$ cat src/rtl/htst_pkg.sv
package htst_pkg;
    localparam int DATA_W     = 32;
    localparam int ADDR_W     = 32;
    localparam int SIZE_W     = 16;
    localparam int VEC_W      = 12;
    localparam int REG_AW     = 6;
    localparam int CMD_W      = 6;
    localparam int STAT_W     = 9;
    localparam int WORD_BYTES = DATA_W / 8;
    localparam int ALIGN_BITS = $clog2(WORD_BYTES);
    localparam int MSI_MAX    = 32;
    localparam int MSIX_MAX   = 2048;

    localparam logic [REG_AW-1:0] OFS_PATTERN = 6'h00;
    localparam logic [REG_AW-1:0] OFS_CMD     = 6'h04;
    localparam logic [REG_AW-1:0] OFS_STATUS  = 6'h08;
    localparam logic [REG_AW-1:0] OFS_SRC     = 6'h0C;
    localparam logic [REG_AW-1:0] OFS_DST     = 6'h10;
    localparam logic [REG_AW-1:0] OFS_SIZE    = 6'h14;
    localparam logic [REG_AW-1:0] OFS_SUM     = 6'h18;
    localparam logic [REG_AW-1:0] OFS_KIND    = 6'h1C;
    localparam logic [REG_AW-1:0] OFS_VEC     = 6'h20;

    localparam logic [STAT_W-1:0] SB_RD_OK   = STAT_W'(1) << 0;
    localparam logic [STAT_W-1:0] SB_RD_FAIL = STAT_W'(1) << 1;
    localparam logic [STAT_W-1:0] SB_WR_OK   = STAT_W'(1) << 2;
    localparam logic [STAT_W-1:0] SB_WR_FAIL = STAT_W'(1) << 3;
    localparam logic [STAT_W-1:0] SB_CP_OK   = STAT_W'(1) << 4;
    localparam logic [STAT_W-1:0] SB_CP_FAIL = STAT_W'(1) << 5;
    localparam logic [STAT_W-1:0] SB_IRQ     = STAT_W'(1) << 6;
    localparam logic [STAT_W-1:0] SB_BAD_SRC = STAT_W'(1) << 7;
    localparam logic [STAT_W-1:0] SB_BAD_DST = STAT_W'(1) << 8;

    typedef enum logic [1:0] {
        IRQ_LEGACY = 2'd0,
        IRQ_MSI    = 2'd1,
        IRQ_MSIX   = 2'd2,
        IRQ_RSVD   = 2'd3
    } irq_kind_e;

    typedef enum logic [2:0] {
        OP_NONE, OP_RAISE_LEG, OP_RAISE_MSI, OP_RAISE_MSIX,
        OP_READ, OP_WRITE, OP_COPY
    } op_e;

    typedef enum logic [1:0] {
        MV_IDLE, MV_FETCH, MV_STORE, MV_FINISH
    } mv_state_e;

    typedef struct packed {
        logic [DATA_W-1:0] pattern;
        logic [ADDR_W-1:0] src;
        logic [ADDR_W-1:0] dst;
        logic [SIZE_W-1:0] size;
        irq_kind_e         kind;
        logic [VEC_W-1:0]  vec;
    } cfg_t;

    typedef struct packed {
        logic              done;
        logic              raise;
        irq_kind_e         raise_kind;
        logic [STAT_W-1:0] set_bits;
        logic              sum_valid;
        logic [DATA_W-1:0] sum;
    } result_t;

    function automatic logic addr_ok(input logic [ADDR_W-1:0] a);
        return (a != '0) && (a[ALIGN_BITS-1:0] == '0);
    endfunction

    function automatic op_e decode_cmd(input logic [CMD_W-1:0] c);
        if (c[0])      return OP_RAISE_LEG;
        else if (c[1]) return OP_RAISE_MSI;
        else if (c[2]) return OP_RAISE_MSIX;
        else if (c[3]) return OP_READ;
        else if (c[4]) return OP_WRITE;
        else if (c[5]) return OP_COPY;
        else           return OP_NONE;
    endfunction

    function automatic logic vec_ok(input irq_kind_e k, input logic [VEC_W-1:0] v);
        case (k)
            IRQ_LEGACY: return v == '0;
            IRQ_MSI:    return (v != '0) && (v <= VEC_W'(MSI_MAX));
            IRQ_MSIX:   return (v != '0) && (v <= VEC_W'(MSIX_MAX));
            default:    return 1'b0;
        endcase
    endfunction
endpackage

$ cat src/rtl/htst_regs.sv
module htst_regs
    import htst_pkg::*;
(
    input  logic              clk,
    input  logic              rst,
    input  logic              reg_we,
    input  logic              reg_re,
    input  logic [REG_AW-1:0] reg_addr,
    input  logic [DATA_W-1:0] reg_wdata,
    output logic [DATA_W-1:0] reg_rdata,
    input  logic              done,
    input  logic [STAT_W-1:0] set_bits,
    input  logic              sum_valid,
    input  logic [DATA_W-1:0] sum_in,
    output cfg_t              cfg,
    output logic [CMD_W-1:0]  cmd
);
    cfg_t              cfg_q;
    logic [CMD_W-1:0]  cmd_q;
    logic [STAT_W-1:0] stat_q;
    logic [DATA_W-1:0] sum_q;
    logic [DATA_W-1:0] rdata_q;
    logic [STAT_W-1:0] clr_mask;
    logic [STAT_W-1:0] set_mask;

    assign clr_mask = (reg_we && reg_addr == OFS_STATUS) ? reg_wdata[STAT_W-1:0] : '0;
    assign set_mask = done ? set_bits : '0;

    always_ff @(posedge clk) begin
        if (rst) begin
            cfg_q  <= '0;
            cmd_q  <= '0;
            stat_q <= '0;
            sum_q  <= '0;
        end else begin
            stat_q <= (stat_q & ~clr_mask) | set_mask;
            if (reg_we) begin
                case (reg_addr)
                    OFS_PATTERN: cfg_q.pattern <= reg_wdata;
                    OFS_CMD:     if (cmd_q == '0) cmd_q <= reg_wdata[CMD_W-1:0];
                    OFS_SRC:     cfg_q.src  <= reg_wdata[ADDR_W-1:0];
                    OFS_DST:     cfg_q.dst  <= reg_wdata[ADDR_W-1:0];
                    OFS_SIZE:    cfg_q.size <= reg_wdata[SIZE_W-1:0];
                    OFS_SUM:     sum_q      <= reg_wdata;
                    OFS_KIND:    cfg_q.kind <= irq_kind_e'(reg_wdata[1:0]);
                    OFS_VEC:     cfg_q.vec  <= reg_wdata[VEC_W-1:0];
                    default: ;
                endcase
            end
            if (done) begin
                cmd_q <= '0;
                if (sum_valid) sum_q <= sum_in;
            end
        end
    end

    always_ff @(posedge clk) begin
        if (rst) begin
            rdata_q <= '0;
        end else if (reg_re) begin
            case (reg_addr)
                OFS_PATTERN: rdata_q <= cfg_q.pattern;
                OFS_CMD:     rdata_q <= DATA_W'(cmd_q);
                OFS_STATUS:  rdata_q <= DATA_W'(stat_q);
                OFS_SRC:     rdata_q <= DATA_W'(cfg_q.src);
                OFS_DST:     rdata_q <= DATA_W'(cfg_q.dst);
                OFS_SIZE:    rdata_q <= DATA_W'(cfg_q.size);
                OFS_SUM:     rdata_q <= sum_q;
                OFS_KIND:    rdata_q <= DATA_W'(cfg_q.kind);
                OFS_VEC:     rdata_q <= DATA_W'(cfg_q.vec);
                default:     rdata_q <= '0;
            endcase
        end
    end

    assign reg_rdata = rdata_q;
    assign cfg       = cfg_q;
    assign cmd       = cmd_q;
endmodule

$ cat src/rtl/htst_mover.sv
module htst_mover
    import htst_pkg::*;
(
    input  logic              clk,
    input  logic              rst,
    input  logic [CMD_W-1:0]  cmd,
    input  cfg_t              cfg,
    output logic              mem_req,
    output logic              mem_we,
    output logic [ADDR_W-1:0] mem_addr,
    output logic [DATA_W-1:0] mem_wdata,
    input  logic              mem_ack,
    input  logic [DATA_W-1:0] mem_rdata,
    output result_t           res
);
    localparam logic [ADDR_W-1:0] STEP = ADDR_W'(WORD_BYTES);

    mv_state_e         st_q;
    op_e               op_q;
    logic [ADDR_W-1:0] rd_ptr_q, wr_ptr_q;
    logic [SIZE_W-1:0] left_q;
    logic [DATA_W-1:0] pat_q, hold_q, sum_q;
    logic [STAT_W-1:0] set_q;
    logic              sumv_q, raise_q;
    irq_kind_e         rkind_q;
    op_e               op_new;
    logic              src_good, dst_good, last_word;

    assign op_new    = decode_cmd(cmd);
    assign src_good  = addr_ok(cfg.src);
    assign dst_good  = addr_ok(cfg.dst);
    assign last_word = (left_q == SIZE_W'(1));

    always_ff @(posedge clk) begin
        if (rst) begin
            st_q     <= MV_IDLE;
            op_q     <= OP_NONE;
            rd_ptr_q <= '0;
            wr_ptr_q <= '0;
            left_q   <= '0;
            pat_q    <= '0;
            hold_q   <= '0;
            sum_q    <= '0;
            set_q    <= '0;
            sumv_q   <= 1'b0;
            raise_q  <= 1'b0;
            rkind_q  <= IRQ_LEGACY;
        end else begin
            case (st_q)
                MV_IDLE: if (cmd != '0) begin
                    op_q     <= op_new;
                    rd_ptr_q <= cfg.src;
                    wr_ptr_q <= cfg.dst;
                    left_q   <= cfg.size;
                    pat_q    <= cfg.pattern;
                    sum_q    <= '0;
                    set_q    <= '0;
                    sumv_q   <= 1'b0;
                    raise_q  <= 1'b0;
                    st_q     <= MV_FINISH;
                    case (op_new)
                        OP_RAISE_LEG:  begin raise_q <= 1'b1; rkind_q <= IRQ_LEGACY; end
                        OP_RAISE_MSI:  begin raise_q <= 1'b1; rkind_q <= IRQ_MSI;    end
                        OP_RAISE_MSIX: begin raise_q <= 1'b1; rkind_q <= IRQ_MSIX;   end
                        OP_READ: begin
                            if (!src_good) begin
                                set_q <= SB_BAD_SRC | SB_RD_FAIL;
                            end else begin
                                set_q  <= SB_RD_OK;
                                sumv_q <= 1'b1;
                                if (cfg.size != '0) st_q <= MV_FETCH;
                            end
                        end
                        OP_WRITE: begin
                            if (!dst_good) begin
                                set_q <= SB_BAD_DST | SB_WR_FAIL;
                            end else begin
                                set_q  <= SB_WR_OK;
                                sumv_q <= 1'b1;
                                if (cfg.size != '0) st_q <= MV_STORE;
                            end
                        end
                        OP_COPY: begin
                            if (!src_good || !dst_good) begin
                                set_q <= SB_CP_FAIL | (src_good ? '0 : SB_BAD_SRC)
                                                    | (dst_good ? '0 : SB_BAD_DST);
                            end else begin
                                set_q  <= SB_CP_OK;
                                sumv_q <= 1'b1;
                                if (cfg.size != '0) st_q <= MV_FETCH;
                            end
                        end
                        default: ;
                    endcase
                end
                MV_FETCH: if (mem_ack) begin
                    rd_ptr_q <= rd_ptr_q + STEP;
                    if (op_q == OP_COPY) begin
                        hold_q <= mem_rdata;
                        st_q   <= MV_STORE;
                    end else begin
                        sum_q  <= sum_q ^ mem_rdata;
                        left_q <= left_q - SIZE_W'(1);
                        if (last_word) st_q <= MV_FINISH;
                    end
                end
                MV_STORE: if (mem_ack) begin
                    sum_q    <= sum_q ^ mem_wdata;
                    wr_ptr_q <= wr_ptr_q + STEP;
                    pat_q    <= pat_q + DATA_W'(1);
                    left_q   <= left_q - SIZE_W'(1);
                    if (last_word)           st_q <= MV_FINISH;
                    else if (op_q == OP_COPY) st_q <= MV_FETCH;
                end
                default: st_q <= MV_IDLE;
            endcase
        end
    end

    assign mem_req   = (st_q == MV_FETCH) || (st_q == MV_STORE);
    assign mem_we    = (st_q == MV_STORE);
    assign mem_addr  = (st_q == MV_STORE) ? wr_ptr_q : rd_ptr_q;
    assign mem_wdata = (op_q == OP_COPY) ? hold_q : pat_q;

    assign res.done       = (st_q == MV_FINISH);
    assign res.raise      = raise_q;
    assign res.raise_kind = rkind_q;
    assign res.set_bits   = set_q;
    assign res.sum_valid  = sumv_q;
    assign res.sum        = sum_q;
endmodule

$ cat src/rtl/htst_irq.sv
module htst_irq
    import htst_pkg::*;
(
    input  logic             clk,
    input  logic             rst,
    input  logic             done,
    input  logic             raise,
    input  irq_kind_e        raise_kind,
    input  irq_kind_e        cfg_kind,
    input  logic [VEC_W-1:0] vec,
    output logic             fire,
    output logic             irq_pulse,
    output irq_kind_e        irq_kind,
    output logic [VEC_W-1:0] irq_vec
);
    irq_kind_e kind_sel;

    assign kind_sel = raise ? raise_kind : cfg_kind;
    assign fire     = done && vec_ok(kind_sel, vec);

    always_ff @(posedge clk) begin
        if (rst) begin
            irq_pulse <= 1'b0;
            irq_kind  <= IRQ_LEGACY;
            irq_vec   <= '0;
        end else begin
            irq_pulse <= fire;
            if (fire) begin
                irq_kind <= kind_sel;
                irq_vec  <= vec;
            end
        end
    end
endmodule

$ cat src/rtl/hostbuf_test_engine.sv
module hostbuf_test_engine
    import htst_pkg::*;
(
    input  logic              clk,
    input  logic              rst,
    input  logic              reg_we,
    input  logic              reg_re,
    input  logic [REG_AW-1:0] reg_addr,
    input  logic [DATA_W-1:0] reg_wdata,
    output logic [DATA_W-1:0] reg_rdata,
    output logic              mem_req,
    output logic              mem_we,
    output logic [ADDR_W-1:0] mem_addr,
    output logic [DATA_W-1:0] mem_wdata,
    input  logic              mem_ack,
    input  logic [DATA_W-1:0] mem_rdata,
    output logic              irq_pulse,
    output logic [1:0]        irq_kind,
    output logic [VEC_W-1:0]  irq_vec
);
    cfg_t              cfg;
    result_t           res;
    logic [CMD_W-1:0]  cmd_q;
    logic              fire;
    logic [STAT_W-1:0] set_all;
    irq_kind_e         kind_out;

    assign set_all  = res.set_bits | (fire ? SB_IRQ : '0);
    assign irq_kind = kind_out;

    htst_regs u_regs (
        .clk(clk), .rst(rst),
        .reg_we(reg_we), .reg_re(reg_re), .reg_addr(reg_addr),
        .reg_wdata(reg_wdata), .reg_rdata(reg_rdata),
        .done(res.done), .set_bits(set_all),
        .sum_valid(res.sum_valid), .sum_in(res.sum),
        .cfg(cfg), .cmd(cmd_q)
    );

    htst_mover u_mover (
        .clk(clk), .rst(rst), .cmd(cmd_q), .cfg(cfg),
        .mem_req(mem_req), .mem_we(mem_we), .mem_addr(mem_addr),
        .mem_wdata(mem_wdata), .mem_ack(mem_ack), .mem_rdata(mem_rdata),
        .res(res)
    );

    htst_irq u_irq (
        .clk(clk), .rst(rst), .done(res.done),
        .raise(res.raise), .raise_kind(res.raise_kind),
        .cfg_kind(cfg.kind), .vec(cfg.vec),
        .fire(fire), .irq_pulse(irq_pulse),
        .irq_kind(kind_out), .irq_vec(irq_vec)
    );
endmodule

$ cat config.mk
export PLATFORM = sky130hd
export DESIGN_NAME = hostbuf_test_engine
export DESIGN_NICKNAME = d
export VERILOG_FILES = /design/src/rtl/htst_pkg.sv /design/src/rtl/htst_regs.sv /design/src/rtl/htst_mover.sv /design/src/rtl/htst_irq.sv /design/src/rtl/hostbuf_test_engine.sv
export SDC_FILE = /design/constraint.sdc
export NUM_CORES = 1
export LEC_CHECK = 0
export BUFFER_PORTS_ARGS = -buffer_cell sky130_fd_sc_hd__buf_2
export CORE_ASPECT_RATIO = 1.1
export CORE_MARGIN = 2
export CORE_UTILIZATION = 28
export CTS_CLUSTER_DIAMETER = 100
export CTS_CLUSTER_SIZE = 8
export DETAILED_ROUTE_END_ITERATION = 10
export MAX_ROUTING_LAYER = met4
export SETUP_SLACK_MARGIN = 0.5
export SLEW_MARGIN = 20
export SYNTH_ARGS = -nofsm -noshare
export SYNTH_HDL_FRONTEND = slang
export SYNTH_HIERARCHICAL = 1
export SYNTH_SLANG_ARGS = --single-unit
$ cat constraint.sdc
create_clock -name clk -period 7.15 [get_ports clk]
set_clock_uncertainty 0.15 [all_clocks]
set_input_delay 0.715 -clock clk [delete_from_list [all_inputs] [get_ports clk]]
set_output_delay 0.715 -clock clk [all_outputs]
set_load 0.01 [all_outputs]
* After elaboration in Yosys (flattened, before gate mapping)
Index checks and enable logic that the tools add are counted.
** Storage, ports and cells
- Output and inout bits :: 113
- Bits of input ports :: 75
- Bits in registers :: 414
** Operators by class
- Eq/ne operators :: 27
- $lt $le $gt $ge :: 2
- Bitwise gates (word level) :: 7
- Add/subtract/negate cells :: 4
- Multiplexer cells :: 63
- Reduce and logical (&&, ||, !) cells :: 42
** Operator list (count)
- $mux 32 :: 16
- $pmux 32 s9 :: 1
- $pmux 32 s2 :: 3
- $pmux 32 s3 :: 1
- $add 32x3->32 const B :: 2
- $mux 16 :: 4
- $reduce_bool 32->1 :: 2
- $xor 32x32->32 :: 2
- $pmux 16 s3 :: 1
- $mux 9 :: 5
- $add 32x1->32 const B :: 1
- $pmux 9 s3 :: 1
- $eq 6x5->1 const B :: 4
- $mux 2 :: 12
- $mux 3 :: 6
- $or 9x9->9 :: 2
- $pmux 2 s3 :: 3
- $eq 16x1->1 const B :: 1
- $mux 8 :: 2
- $reduce_bool 16->1 :: 1
- $sub 16x1->16 const B :: 1
- $reduce_and 3->1 :: 5
- $reduce_and 2->1 :: 7
- $eq 3x3->1 const B :: 4
- other kinds (32) :: 58

* Logic depth before layout (Yosys ltp)
Gate-level depths: netlist of run 1.
- Depth after elaboration :: 10
- Depth in mapped cells :: 13

* Cells and area by module
Netlist of run 1, hierarchy kept.
** Modules (own cells, without submodules)
- htst_mover :: area an instance 11767.5 um^2, cells each 1562, instances 1
- htst_regs :: area an instance 8809.7 um^2, cells each 1103, instances 1
- htst_irq :: area an instance 909.6 um^2, cells each 94, instances 1
- hostbuf_test_engine :: area an instance 6.3 um^2, cells each 1, instances 1

* Worst setup path before layout of run 1
No wires, ideal clock.
- Kind :: reg2out
- Start point :: register u_mover.st_q[0]
- End point :: output mem_addr[10]
- Path buffers :: 4
- Data arrival time :: 2.037 ns
- Data required time :: 6.285 ns
- Setup slack :: 4.248 ns
- Stages on the path, launching flop included :: 8
- Cell sequence :: dfxtp_1 inv_1 ha_1 buf_2 buf_2 clkbuf_1 buf_1 mux2_2
** Between the ends
- Cells in the longest elaborated chain, start to end :: 2
** RTL lines
- start, declared :: RTL line htst_mover.sv:18 : mv_state_e st_q;
- start signal, assigned :: RTL line htst_mover.sv:36 : st_q <= MV_IDLE;
- start signal, assigned :: RTL line htst_mover.sv:60 : st_q <= MV_FINISH;
- start signal, assigned :: RTL line htst_mover.sv:71 : if (cfg.size != '0) st_q <= MV_FETCH;
- $eq 2x2->1
- named net mem_we :: RTL line hostbuf_test_engine.sv:12 : output logic mem_we,
- $mux 32 :: RTL line htst_mover.sv:122 : assign mem_addr = (st_q == MV_STORE) ? wr_ptr_q : rd_ptr_q;
- end, declared :: RTL line hostbuf_test_engine.sv:13 : output logic [ADDR_W-1:0] mem_addr,
The timed path passes the listed nets, and every way through them passes these cells.

* Worst setup path in the final report of run 1
- Start point :: register u_mover.st_q[0]
- End point :: output mem_addr[0]
** Between the ends
- Cells in the longest elaborated chain, start to end :: 2
** RTL lines (RTL line)
- $eq 2x2->1 :: htst_mover.sv:122
- $mux 32 :: htst_mover.sv:122
No other way between the ends.

==> results.sh, run 1 <==
export IMPL_fmaxAchievable_mhz=258
export IMPL_syn_to_final_growth_pct=14.1
export IMPL_tns_ns=0
export IMPL_slew_headroom_pct=35.7
export IMPL_hold_viol_final=0
export IMPL_vias_per_cell=5.61
export IMPL_die_y_um=295
export IMPL_netlist_area_mm2=0.0215
export IMPL_ys_ff_latch=413
export IMPL_cts_tree="yes"
export IMPL_dieArea_mm2=0.0790
export IMPL_setup_violations=0
export IMPL_first_pass_iters=7
export IMPL_synth_mux_area_share_pct=6.30
export IMPL_grt_pass1_wl_mm=125
export IMPL_grt_max_degree=187
export IMPL_status="finished clean"
export IMPL_irDropWorstVdd_mv=0.196
export IMPL_synth_area_top_cells="dfxtp_1 38%, nand2_1 7.6%, a21oi_1 7.0%, mux2i_1 4.1%, nand3_1 3.6%"
export IMPL_period_share_pct=54.2
export IMPL_synth_compound_area_share_pct=22.9
export IMPL_power_density_mw_per_mm2=311
export IMPL_synth_top_area_share_pct=38.5
export IMPL_synthArstFlopShare_pct=0
export IMPL_yosys_area_top_type="dfxtp_1"
export IMPL_coreArea_mm2=0.0760
export IMPL_startpoint_type="flip-flop"
export IMPL_power_leakage_nw=9.05
export IMPL_cts_buffer_depth=3
export IMPL_synth_cell_type_count=90
export IMPL_syn_avg_cell_area_um2=7.79
export IMPL_synthFlopType="dfxtp_1"
export IMPL_grt_pass1_vias=20000
export IMPL_gp_congestion=0.947
export IMPL_post_route_util_pct=32.3
export IMPL_holdBufCountCts=0
export IMPL_worstSetupPathType="reg2out"
export IMPL_track_usage_pct=21.1
export IMPL_synthSimpleGateAreaFrac_pct=25.2
export IMPL_wl_mm=84.4
export IMPL_fin_total_pwr_w=0.00764
export IMPL_period_minus_slack_ns=3.88
export IMPL_cts_setup_buffers=0
export IMPL_r2r_cells=9
export IMPL_synth_nets=2848
export IMPL_drv_cap=0
export IMPL_synth_edf_count=0
export IMPL_cts_htree_levels=2
export IMPL_drive_gt1_share_pct=13.2
export IMPL_post_cts_resized=0
export IMPL_final_cells=3832
export IMPL_yosysWarnings=6
export IMPL_rsz0062_at_grt="false"
export IMPL_ys_seq_area_share_pct=38.5
export IMPL_synth_fa_ha_area_share_pct=0.757
export IMPL_slew_viol_final=0
export IMPL_drc=0
export IMPL_rows=106
export IMPL_cts_inserted_buffers=58
export IMPL_port_buffers=187
export IMPL_chipWidth_um=268
export IMPL_arrival_ns=3.01
export IMPL_final_nets=2886
export IMPL_antenna_found_initial=3
export IMPL_synth_xor_area_share_pct=0.0815
export IMPL_drtIter0Drc=2126
export IMPL_cp_required_ns=6.28
export IMPL_end_kind="output port"
export IMPL_overflow=0
export IMPL_dr_total_vias=21500
export IMPL_initial_utilization_pct=28.3
export IMPL_io_pins=188
export IMPL_place_hpwl_mm=58.7
export IMPL_hold_path_class="in2reg"
export IMPL_synth_top_family_by_area="simple AND/OR/NAND/NOR gates"
export IMPL_dp_cells=3764
export IMPL_worstSkewPairLatency_ns=0.64
export IMPL_clockRootBuffer="clkbuf_16"
export IMPL_whs_path_depth=3
export IMPL_syn_inst=2760
export IMPL_ant_nets=0
export IMPL_worst_path_max_fanout=54
export IMPL_clock_sinks=413
export IMPL_max_slew_worst_pin_slew_ns=0.965
export IMPL_clk_pin_slew_ns=0.05
export IMPL_wl_per_cell_um=22.0
critical path, stage by stage, from the launching register on:
cell and delay, ns:
dfxtp_1 0.33, inv_1 0.16, ha_4 0.63, buf_4 0.63
mux2_2 0.46, buf_2 0.15
placed cells by master, fill, tap and decap left out, types with 18 or more instances in the layout:
cell type / Yosys / routed
nor4_1: 37 / 37
a311oi_1: 38 / 38
nor2b_1: 31 / 31
a31oi_1: 25 / 25
nand3_1: 155 / 154
mux2i_1: 87 / 87
inv_1: 68 / 67
o21ai_0: 129 / 129
nand2_1: 437 / 436
buf_2: 60 / 186
buf_4: 6 / 36
a22o_1: 18 / 18
a211oi_1: 44 / 43
dfxtp_1: 413 / 413
a21o_1: 44 / 44
nand2b_1: 30 / 30
and3_1: 31 / 31
or3_1: 45 / 45
clkbuf_16: 0 / 58
a21oi_1: 302 / 301
nand4_1: 47 / 47
mux2_2: 31 / 31
nor2_1: 160 / 158
nor3_1: 53 / 53
logic make-up after synthesis:
kind of cell    after synthesis
simple gates               1117
compound gates              775
flops                       413
buf+inv                     315
mux                         124
fa+ha+maj                    13
xor+xnor                      2
other cells                   1
report_power, final:
part | total, W | internal [W] | switching, W
Sequential | 0.00279 | 0.00254 | 0.000255
Clock | 0.00247 | 0.00143 | 0.00104
Combinational | 0.00237 | 0.000807 | 0.00157
Total | 0.00764 | 0.00477 | 0.00286
stage by stage:
stage	hold WS, ns	setup slack (ns)	area [um2]
after global placement	0.290	3.66	23000
final	0.193	3.27	24500
after global routing	0.174	3.19	24500
after floorplan	0.279	4.25	21500
after CTS	0.155	3.28	24500
after detailed placement	0.296	3.53	23000
synthesized netlist by cell type (8+ instances only):
master,number
a211oi_1,44
a21o_1,44
a21oi_1,302
a221oi_1,16
a22o_1,18
a22oi_1,12
a311oi_1,38
a31oi_1,25
a32oi_1,14
and2_1,15
and3_1,31
and4_1,14
buf_1,13
buf_2,60
clkbuf_1,161
dfxtp_1,413
ha_1,13
inv_1,68
mux2_2,31
mux2i_1,87
nand2_1,437
nand2b_1,30
nand3_1,155
nand3b_1,14
nand4_1,47
nor2_1,160
nor2b_1,31
nor3_1,53
nor4_1,37
o211ai_1,11
o21a_1,11
o21ai_0,129
o21ai_1,14
o22ai_1,13
o2bb2ai_1,8
o31ai_1,13
o32ai_1,14
or3_1,45
state kept, by name, summed over array words and instances, names as in the netlist, 3 cells and up:
signal / cells
u_mover/sum_q: 32
u_mover/op_q: 3
u_mover/rd_ptr_q: 32
u_irq/irq_vec: 12
u_mover/set_q: 8
u_regs/reg_rdata: 32
u_regs/sum_q: 32
u_mover/hold_q: 32
u_regs/cfg: 126
u_mover/pat_q: 32
u_mover/wr_ptr_q: 32
u_regs/cmd: 6
u_regs/stat_q: 9
u_mover/left_q: 16
final cells by class:
type                       instances  area [um2]
fill                            8011       51500
multi-input combinational       2032       12000
sequential                       413        8270
clock buffer                      60        1470
tap                             1026        1280
timing repair buffer             224        1240
inverter                          69         259
clock inverter                     4        48.8
antenna                            4        10.0
path summary, 6_finish.rpt:
path,from,slack (ns),to
worst max-delay path,u_mover/st_q[0],3.27,mem_addr[0]
worst min register to register,u_mover/hold_q[29],0.30,u_mover/hold_q[29]
worst min-delay path,mem_rdata[14],0.19,u_mover/hold_q[14]
worst max register to register,u_mover/st_q[0],3.46,u_mover/sum_q[28]
metal layers:
metal  vias to the layer above  part of all wire, %  track usage (%)
li1                      10000                    -                -
met5                         -                    0                -
met3                       159                  8.2             4.53
met1                     10400                   41             26.3
met4                         0                  3.5             7.45
met2                       917                   47             33.7
No activity file was read; power rests on OpenSTA's default activity.
==> inputs of run 2 (changes only) <==
Settings changed: ABC_AREA set to 1.
Clock period 7.15 ns to 3.55 ns, I/O delays scaled along.
==> results.sh, run 2 <==
export IMPL_final_common_cell="nand2_1"
export IMPL_post_route_util_pct=33.1
export IMPL_cts_inserted_buffers=57
export IMPL_synth_edf_count=0
export IMPL_dieArea_mm2=0.0800
export IMPL_hold_path_class="in2reg"
export IMPL_synth_area_top_cells="dfxtp_1 38%, nand2_1 12%, o21ai_0 8.8%, a21oi_1 8.5%, nor2_1 5.6%"
export IMPL_place_hpwl_mm=61.1
export IMPL_ys_ff_latch=413
export IMPL_hold_slack_ns=0.00415
export IMPL_wl_mm=84.2
export IMPL_worstSetupPathType="reg2out"
export IMPL_worstSkewPairLatency_ns=0.65
export IMPL_worst_path_max_fanout=43
export IMPL_status="finished clean"
export IMPL_p_int_w=0.0102
export IMPL_grt_max_degree=154
export IMPL_chipWidth_um=270
export IMPL_ys_top_cells_by_count="678 x nand2_1, 413 x dfxtp_1, 383 x o21ai_0"
export IMPL_first_pass_iters=6
export IMPL_clock_sinks=413
export IMPL_port_buffers=187
export IMPL_switchingPower_w=0.00723
export IMPL_end_kind="output port"
export IMPL_netlist_area_mm2=0.0218
export IMPL_slew_headroom_pct=34.2
export IMPL_cts_tree="yes"
export IMPL_arrival_ns=2.40
export IMPL_dr_total_vias=22600
export IMPL_largest_reg_flops=126
export IMPL_final_nets=3505
export IMPL_cts_htree_levels=2
export IMPL_synth_top_area_share_pct=38.0
export IMPL_period_minus_slack_ns=2.91
export IMPL_syn_inst=3276
export IMPL_slew_viol_final=0
export IMPL_die_y_um=296
export IMPL_ant_nets=0
export IMPL_regArea_mm2=0.00827
export IMPL_clockRootBuffer="clkbuf_16"
export IMPL_fmaxAchievable_mhz=344
export IMPL_drtIter0Drc=2012
export IMPL_rows=107
export IMPL_pwr_share_comb_pct=37.8
export IMPL_fin_ws_ns=0.645
export IMPL_drc=0
export IMPL_wl_per_cell_um=18.9
export IMPL_vias_per_cell=5.08
export IMPL_overflow=0
export IMPL_power_density_mw_per_mm2=681
export IMPL_cp_required_ns=3.04
export IMPL_syn_to_final_growth_pct=17.5
export IMPL_whs_path_depth=3
export IMPL_yosys_area_top_type="dfxtp_1"
export IMPL_tns_ns=0
export IMPL_min_to="u_regs/cfg[48]"
export IMPL_fill_cells=8459
export IMPL_r2r_setup_slack_ns=0.91
export IMPL_hold_start="reg_wdata[18]"
export IMPL_gp_congestion=0.949
export IMPL_setup_violations=0
export IMPL_place_ws_ns=0.863
export IMPL_mostFrequentLayoutCells="678 x nand2_1, 413 x dfxtp_1, 383 x o21ai_0"
export IMPL_io_pins=188
export IMPL_synth_cell_type_count=59
export IMPL_final_cells=4457
export IMPL_synth_nets=3364
export IMPL_initial_utilization_pct=28.2
export IMPL_reg2reg_from="u_mover/st_q[0]"
export IMPL_syn_avg_cell_area_um2=6.64
export IMPL_antenna_found_initial=2
export IMPL_power_leakage_nw=10.3
export IMPL_synthFlopType="dfxtp_1"
export IMPL_max_slew_worst_pin_slew_ns=0.986
export IMPL_cts_buffer_depth=3
export IMPL_r2r_cells=11
export IMPL_drive_gt1_share_pct=11.8
export IMPL_startpoint_type="flip-flop"
export IMPL_grt_pass1_wl_mm=127
export IMPL_p_seq_share_pct=34.1
export IMPL_grt_pass1_vias=20600
export IMPL_dp_cells=4342
export IMPL_rsz0062_at_grt="false"
export IMPL_r2r_end="u_mover/sum_q[11]"
export IMPL_p_clk_share_pct=28.1
export IMPL_synth_most_common_cell="nand2_1"
export IMPL_period_share_pct=81.8
export IMPL_drv_cap=0
export IMPL_hold_viol_final=0
export IMPL_multi_input_area_mm2=0.0114
export IMPL_synthArstFlopShare_pct=0
export IMPL_ys_seq_area_share_pct=38.0
export IMPL_yosysWarnings=6
export IMPL_track_usage_pct=20.9
export IMPL_clk_pin_slew_ns=0.05
export IMPL_swShare_pct=41.5
export IMPL_irDropWorstVdd_mv=0.374
export IMPL_coreArea_mm2=0.0772
[run 2: worst max-delay path by stage]
stage	depth (start not counted)	end	from	slack, ns
2_1_floorplan	7	mem_addr[18]	u_mover/st_q[0]	1.35
6_report	7	mem_addr[19]	u_mover/st_q[0]	0.64
3_3_place_gp	11	u_regs/reg_rdata[5]	reg_addr[4]	0.86
3_5_place_dp	11	u_regs/reg_rdata[5]	reg_addr[4]	0.86
5_1_grt	7	mem_addr[7]	u_mover/st_q[0]	0.54
4_1_cts	7	mem_addr[8]	u_mover/st_q[0]	0.60
[run 2: cells by family (layout without fill, tap and decap cells)]
kind of cell	after synthesis	in the layout	share of synthesized area (%)
AO/OA/AOI/OAI	914	914	22.5
XOR/XNOR	13	13	0.523
adder cells (fa/ha/maj)	13	13	0.747
buffers and inverters	519	662	9.79
flip-flops	413	413	38.0
multiplexers	1	1	0.0460
other	1	4	0.0172
AND/OR/NAND/NOR	1402	1402	28.4
[run 2: power groups by stage]
stage	combinational, W	clock, W	sequential [W]
5_1_grt	0.00726	0.00517	0.00602
2_1_floorplan	0.00460	0	0.00579
3_5_place_dp	0.00640	0	0.00600
6_report	0.00658	0.00490	0.00594
3_3_place_gp	0.00634	0	0.00599
4_1_cts	0.00658	0.00499	0.00591
[run 2: worst max-delay path, cell delays in order, from the launching register on]
cell and delay [ns]:
dfxtp_1 0.37, inv_1 0.12, ha_4 0.25, inv_2 0.18
buf_16 0.24, nor2_1 0.09, a21oi_1 0.29, buf_2 0.20
[run 2: stage by stage]
stage | power (W) | cell area, um2
after floorplan | 0.0104 | 21800
after global placement | 0.0123 | 23500
after detailed placement | 0.0124 | 23500
after CTS | 0.0175 | 25600
after global routing | 0.0184 | 25600
final | 0.0174 | 25600
[run 2: cell type report]
cell class	count	area share, %
Multi-Input combinational cell	2344	44.6
Sequential cell	413	32.3
Timing Repair Buffer	279	7.35
Clock buffer	57	5.58
Tap cell	1035	5.06
Inverter	322	4.73
Clock inverter	4	0.318
Antenna cell	3	0.0293
[run 2: layer usage]
metal	wire (um)	GRT usage, %
met2	39400	33.7
met1	36400	26.9
met5	0	-
met4	3080	7.87
met3	5370	2.65
[run 2: timing repair]
action                     CTS  global route
hold endpoints to repair    63             0
buffers inserted             1             0
setup endpoints to repair    5             0
hold buffers                49             0
gates resized for setup      2             0
